[config.mk]
export PLATFORM = sky130hd
export DESIGN_NAME = dual_tone_synth
export DESIGN_NICKNAME = d
export VERILOG_FILES = /design/src/rtl/dtsynth_pkg.sv /design/src/rtl/dts_decoder.sv /design/src/rtl/dts_tone_gen.sv /design/src/rtl/dts_mixer.sv /design/src/rtl/dual_tone_synth.sv
export SDC_FILE = /design/constraint.sdc
export NUM_CORES = 1
export LEC_CHECK = 0
export BUFFER_PORTS_ARGS = -buffer_cell sky130_fd_sc_hd__buf_2
export CAP_MARGIN = 0
export CORE_UTILIZATION = 40
export DETAILED_ROUTE_END_ITERATION = 8
export PLACE_DENSITY_LB_ADDON = 0.08
export SLEW_MARGIN = 25
export SYNTH_ARGS = -nofsm -noshare
export SYNTH_HDL_FRONTEND = slang
export SYNTH_SLANG_ARGS = --single-unit
export TNS_END_PERCENT = 1
[constraint.sdc]
create_clock -name clk -period 7 [get_ports clk]
set_input_delay 1.05 -clock clk [delete_from_list [all_inputs] [get_ports clk]]
set_output_delay 1.05 -clock clk [all_outputs]
set_load 0.005 [all_outputs]
[src/rtl/dtsynth_pkg.sv]
package dtsynth_pkg;
  localparam int unsigned NUM_GRP = 4;
  localparam int unsigned PH_W    = 5;
  localparam int unsigned SMP_W   = 8;
  localparam int unsigned SUM_W   = SMP_W + 1;
  localparam int unsigned QTR_W   = SMP_W - 1;

  typedef logic [NUM_GRP-1:0] grp_oh_t;
  typedef logic [PH_W-1:0]    phase_t;

  // first quadrant of a 127-peak sine, 9 points (0..8 of 32)
  function automatic logic [QTR_W-1:0] quarter_sine(input logic [3:0] idx);
    logic [QTR_W-1:0] v;
    case (idx)
      4'd0:    v = 7'd0;
      4'd1:    v = 7'd25;
      4'd2:    v = 7'd49;
      4'd3:    v = 7'd71;
      4'd4:    v = 7'd90;
      4'd5:    v = 7'd106;
      4'd6:    v = 7'd117;
      4'd7:    v = 7'd125;
      default: v = 7'd127;
    endcase
    return v;
  endfunction

  // key code -> {column one-hot, row one-hot}
  function automatic logic [2*NUM_GRP-1:0] key_to_lines(input logic [3:0] key);
    logic [1:0] r;
    logic [1:0] c;
    case (key)
      4'd0:  begin r = 2'd3; c = 2'd3; end
      4'd10: begin r = 2'd3; c = 2'd1; end
      4'd11: begin r = 2'd3; c = 2'd0; end
      4'd12: begin r = 2'd3; c = 2'd2; end
      4'd13, 4'd14, 4'd15: begin r = 2'(key - 4'd13); c = 2'd3; end
      default: begin
        r = 2'((key - 4'd1) / 4'd3);
        c = 2'((key - 4'd1) % 4'd3);
      end
    endcase
    return {grp_oh_t'(1) << c, grp_oh_t'(1) << r};
  endfunction
endpackage

[src/rtl/dts_decoder.sv]
module dts_decoder
  import dtsynth_pkg::*;
(
  input  logic       clk,
  input  logic       rst,
  input  logic       code_we,
  input  logic [3:0] code,
  output grp_oh_t    row_oh,
  output grp_oh_t    col_oh
);
  localparam logic [2*NUM_GRP-1:0] RST_LINES = key_to_lines(4'd0);

  always_ff @(posedge clk) begin
    if (rst) begin
      {col_oh, row_oh} <= RST_LINES;
    end else if (code_we) begin
      {col_oh, row_oh} <= key_to_lines(code);
    end
  end
endmodule

[src/rtl/dts_tone_gen.sv]
module dts_tone_gen
  import dtsynth_pkg::*;
#(
  parameter int unsigned DIV_W   = 8,
  parameter int unsigned GAIN    = 128,
  parameter int unsigned GAIN_SH = 7,
  parameter int unsigned DIV_CNT [NUM_GRP] = '{160, 146, 132, 118}
) (
  input  logic                    clk,
  input  logic                    rst,
  input  logic                    clk_en,
  input  logic                    restart,
  input  grp_oh_t                 sel_oh,
  output phase_t                  phase,
  output logic signed [SMP_W-1:0] smp
);
  localparam int unsigned PROD_W = QTR_W + 9;

  logic [DIV_W-1:0] div_q;
  logic [DIV_W-1:0] div_last;

  always_comb begin
    div_last = '0;
    for (int i = 0; i < NUM_GRP; i++) begin
      if (sel_oh[i]) div_last = div_last | DIV_W'(DIV_CNT[i] - 1);
    end
  end

  // segment divider and phase counter
  always_ff @(posedge clk) begin
    if (rst || restart) begin
      div_q <= '0;
      phase <= '0;
    end else if (clk_en) begin
      if (div_q == div_last) begin
        div_q <= '0;
        phase <= phase + 1'b1;
      end else begin
        div_q <= div_q + 1'b1;
      end
    end
  end

  // table read: quadrant fold, gain, sign
  logic [3:0]        q_idx;
  logic [QTR_W-1:0]  q_mag;
  logic [PROD_W-1:0] q_prod;
  logic [QTR_W-1:0]  q_scaled;

  always_comb begin
    q_idx    = phase[3] ? (4'd8 - {1'b0, phase[2:0]}) : {1'b0, phase[2:0]};
    q_mag    = quarter_sine(q_idx);
    q_prod   = PROD_W'(q_mag) * PROD_W'(GAIN);
    q_scaled = QTR_W'(q_prod >> GAIN_SH);
  end

  always_ff @(posedge clk) begin
    if (rst) begin
      smp <= '0;
    end else if (phase[PH_W-1]) begin
      smp <= -$signed({1'b0, q_scaled});
    end else begin
      smp <= $signed({1'b0, q_scaled});
    end
  end
endmodule

[src/rtl/dts_mixer.sv]
module dts_mixer
  import dtsynth_pkg::*;
(
  input  logic                    clk,
  input  logic                    rst,
  input  logic                    tx_en,
  input  logic                    single_tone,
  input  logic                    col_sel,
  input  logic signed [SMP_W-1:0] row_raw,
  input  logic signed [SMP_W-1:0] col_raw,
  output logic signed [SMP_W-1:0] row_smp,
  output logic signed [SMP_W-1:0] col_smp,
  output logic signed [SUM_W-1:0] tone_out
);
  logic                    pass_row;
  logic                    pass_col;
  logic signed [SMP_W-1:0] row_n;
  logic signed [SMP_W-1:0] col_n;

  always_comb begin
    pass_row = tx_en && (!single_tone || !col_sel);
    pass_col = tx_en && (!single_tone ||  col_sel);
    row_n    = pass_row ? row_raw : '0;
    col_n    = pass_col ? col_raw : '0;
  end

  always_ff @(posedge clk) begin
    if (rst) begin
      row_smp  <= '0;
      col_smp  <= '0;
      tone_out <= '0;
    end else begin
      row_smp  <= row_n;
      col_smp  <= col_n;
      tone_out <= SUM_W'(row_n) + SUM_W'(col_n);
    end
  end
endmodule

[src/rtl/dual_tone_synth.sv]
module dual_tone_synth
  import dtsynth_pkg::*;
#(
  parameter int unsigned DIV_W    = 8,
  parameter int unsigned ROW_GAIN = 101,
  parameter int unsigned COL_GAIN = 128,
  parameter int unsigned GAIN_SH  = 7,
  parameter int unsigned ROW_DIV [NUM_GRP] = '{160, 146, 132, 118},
  parameter int unsigned COL_DIV [NUM_GRP] = '{92, 84, 76, 68}
) (
  input  logic        clk,
  input  logic        rst,
  input  logic        clk_en,
  input  logic        code_we,
  input  logic [3:0]  code,
  input  logic        tx_en,
  input  logic        single_tone,
  input  logic        col_sel,
  output logic [7:0]  row_smp,
  output logic [7:0]  col_smp,
  output logic [8:0]  tone_out
);
  grp_oh_t                 row_oh;
  grp_oh_t                 col_oh;
  phase_t                  row_phase;
  phase_t                  col_phase;
  logic signed [SMP_W-1:0] row_raw;
  logic signed [SMP_W-1:0] col_raw;
  logic signed [SMP_W-1:0] row_o;
  logic signed [SMP_W-1:0] col_o;
  logic signed [SUM_W-1:0] sum_o;
  logic                    restart;

  assign restart = code_we || !tx_en;

  dts_decoder u_dec (
    .clk    (clk),
    .rst    (rst),
    .code_we(code_we),
    .code   (code),
    .row_oh (row_oh),
    .col_oh (col_oh)
  );

  dts_tone_gen #(
    .DIV_W  (DIV_W),
    .GAIN   (ROW_GAIN),
    .GAIN_SH(GAIN_SH),
    .DIV_CNT(ROW_DIV)
  ) u_row (
    .clk    (clk),
    .rst    (rst),
    .clk_en (clk_en),
    .restart(restart),
    .sel_oh (row_oh),
    .phase  (row_phase),
    .smp    (row_raw)
  );

  dts_tone_gen #(
    .DIV_W  (DIV_W),
    .GAIN   (COL_GAIN),
    .GAIN_SH(GAIN_SH),
    .DIV_CNT(COL_DIV)
  ) u_col (
    .clk    (clk),
    .rst    (rst),
    .clk_en (clk_en),
    .restart(restart),
    .sel_oh (col_oh),
    .phase  (col_phase),
    .smp    (col_raw)
  );

  dts_mixer u_mix (
    .clk        (clk),
    .rst        (rst),
    .tx_en      (tx_en),
    .single_tone(single_tone),
    .col_sel    (col_sel),
    .row_raw    (row_raw),
    .col_raw    (col_raw),
    .row_smp    (row_o),
    .col_smp    (col_o),
    .tone_out   (sum_o)
  );

  assign row_smp  = row_o;
  assign col_smp  = col_o;
  assign tone_out = sum_o;
endmodule

==> impl_metrics.toml <==
[cts]
cts_inserted_buffers = 9
cts_resized = 0
cts_tree = "built"
h-tree-depth = 3
cts.hold.buffers_added = 0
path_clk_slew_ns = 0.06
post_cts_buffers = 0
cts_sinks = 75
clk_latency_ns = 0.33
clk_path_buf_depth = 2
clock-root-buffer = "clkbuf_16"

[sta]
rsz0062_at_grt = "false"
drv_slew = 0
clock_skew_ns = 0.00673
hold_violations = 0
setup_viol = 0
relSlewSlack = 0.519
setup_tns_ns = 0
final.min_clock_period_ns = 5.95
fmax_mhz = 168
tightest_slew_ns = 0.717
fin_crit_sh = 0.850

[synth]
ys.flop_type = "dfxtp_1"
yosys.cell_types.count = 67
synth_mux_area_frac = 0.0102
yosysSeqAreaShare = 0.292
yosys.area_share.simple = 0.218
synth_adder_area_share = 0.189
synth_compound_gate_area_share = 0.155
ys_ff_latch = 75
syn-num-nets = 699
postSynthAreaPerCell_um2 = 8.41
synth-xor-area-share = 0.0904
synth_edf_count = 0
synth_top_family_by_area = "simple AND/OR/NAND/NOR gates"
syn_area_um2 = 5150
yosysWarnings = 0
async_reset_ff_frac = 0
synth_cells = 612

[finish]
multi_input_area_um2 = 3410
area_growth_pct = 12.8
n_fill_cell = 1255
final_nets = 722
seqCellArea_um2 = 1500
instances_no_fill = 812
diodes = 0
layout_commonest_cell = "nor2_1"
layout_common_cells = "nor2_1 (76), dfxtp_1 (75), ha_1 (73)"
drive_above_1_share = 0.0969

[worst_setup_path]
path_max_fanout = 11
r2r-end = "u_row.smp[5]"
rrSetupSlack_ns = 1.05
cp.arrival_ns = 6.23
reg2reg_from = "u_row.phase[0]"
crit_type = "reg2reg"
required_ns = 7.28
end_kind = "flop"
start_kind = "flop"
rr_worst_depth = 22

[pwr]
leakage_uw = 0.00280
p_per_area_nw_per_um2 = 182
p_clk_frac = 0.501
share_comb_of_total_power = 0.083
intPower_uw = 819
peakVddDrop_mv = 0.113
netSwitchingFraction = 0.223
seqPwrFrac = 0.416
switchingPower_uw = 236
p_total_uw = 1060

[global_routing]
track_usage = 0.158
overflow = 0
grt_pass1_vias = 3725
grt_pass1_wl_um = 16800
grt_max_degree = 34
antenna_found_initial = 0

[route]
dr.first_iter.drc_count = 193
wl_met2_um = 4450
met1_length_um = 5000
dr.pass1.iters = 4
routed_wl_um = 9840
wl_per_cell_um = 12.1
antenna_left = 0
drc = 0
wl_met3_um = 296
num_vias = 4049
vias_per_cell = 4.99
topRoutingLayerUsed = "met4"

[outcome]
outcome = "completed"

[min_path]
min-delay-start = "u_row.smp[3]"
min_path_cells = 1
hold_path_end = "u_mix.row_smp[3]"
hold_path_class = "reg2reg"

[floorplanning]
die_x_um = 115
io_pins = 36
start_util = 0.410
die_area_um2 = 13300
core_um2 = 12600
die_h_um = 115
rows = 41

[flow_run]
drv_cap = 0

[placement]
numPortBuffers = 35
finalWeightedCongestion = 0.789
dp_cells = 796
place_hpwl_um = 7710
-- area by class of cell --
type | instances | share of cell area
inverters | 34 | 0.0220
clock buffers | 9 | 0.0388
well taps | 172 | 0.0371
multi-input cells | 476 | 0.587
flip-flops and latches | 75 | 0.259
repair buffers | 39 | 0.0353
clock inverters | 7 | 0.0213
-- per-layer routing --
| layer | vias up | GRT usage |
|---|---|---|
| li1 | 2161 | - |
| met1 | 1825 | 0.207 |
| met2 | 56 | 0.257 |
| met3 | 7 | 0.0329 |
| met4 | 0 | 0.0537 |
| met5 | - | 0 |
-- critical path, cell delays in order, from the launching register on --
cell and delay [ns]:
dfxtp_1 0.57, inv_1 0.16, ha_1 0.33, nand2_1 0.09, o21ai_0 0.24, ha_1 0.31, inv_1 0.13, o21ai_0 0.18
ha_1 0.32, inv_1 0.05, fa_1 0.52, inv_1 0.04, ha_1 0.29, ha_1 0.30, ha_1 0.50, nand2_1 0.17
o211ai_1 0.25, a31oi_1 0.10, a21oi_2 0.29, mux2_1 0.35, a221o_1 0.34, a211o_1 0.30, nand2_1 0.06
-- power groups by stage --
stage,sequential (uW),clock (uW),combinational [uW]
2_1_floorplan,446,0,67.4
3_3_place_gp,448,0,87.2
3_5_place_dp,448,0,88.6
4_1_cts,439,544,89.3
5_1_grt,439,565,101
6_report,439,529,87.9
-- kinds of logic (layout without fill, tap and decap cells) --
group | after synthesis | after routing
fa+ha+maj | 76 | 76
flops | 75 | 75
buf+inv | 61 | 89
xor+xnor | 51 | 51
mux | 5 | 5
compound gates | 116 | 116
simple gates | 228 | 228
-- cell usage after synthesis, types with 4 or more instances --
cell,number,area (um2)
dfxtp_1,75,1500
a211oi_1,5,37.5
nand3b_1,5,37.5
nand2b_1,7,43.8
o21a_1,5,37.5
and3_1,19,119
o21ai_0,13,65.1
nand2_1,45,169
nor3_1,14,70.1
nand3_1,12,60.1
ha_1,73,913
clkbuf_1,24,90.1
xnor2_1,28,245
o21ai_1,6,30.0
a21oi_1,35,175
o21bai_1,4,30.0
nor2_1,76,285
a21o_1,7,52.6
and2_1,19,119
inv_1,34,128
nand4_1,10,62.6
nor2b_1,7,43.8
xor2_1,22,193
-- flip-flops by register name, summed over array words and instances, names as in the netlist --
name,count
u_col.div_q,8
u_col.phase,5
u_col.smp,8
u_dec.col_oh,4
u_dec.row_oh,4
u_mix.col_smp,8
u_mix.row_smp,8
u_mix.tone_out,9
u_row.div_q,8
u_row.phase,5
u_row.smp,8
-- per-stage QoR --
step                instance area [um2]  setup slack (ns)  utilization  hold slack, ns
detailed placement                 5460              1.10        0.434           0.457
CTS                                5810              1.06        0.462           0.471
finish                             5810              1.05        0.462           0.467
global route                       5810             0.642        0.462           0.494
global placement                   5460              1.24        0.434           0.457
floorplan                          5150              1.56            -           0.442
-- how the worst max path moves through the flow --
stage          cells past startpoint           end  slack (ns)            from
6_report                          22  u_row.smp[5]        1.05  u_row.phase[0]
5_1_grt                           22  u_row.smp[5]        0.64  u_row.phase[0]
4_1_cts                           22  u_row.smp[5]        1.06  u_row.phase[0]
3_5_place_dp                      22  u_row.smp[5]        1.10  u_row.phase[0]
3_3_place_gp                      22  u_row.smp[5]        1.24  u_row.phase[0]
2_1_floorplan                     23  u_row.smp[5]        1.56  u_row.phase[0]
(Power assumes the default switching activity.)
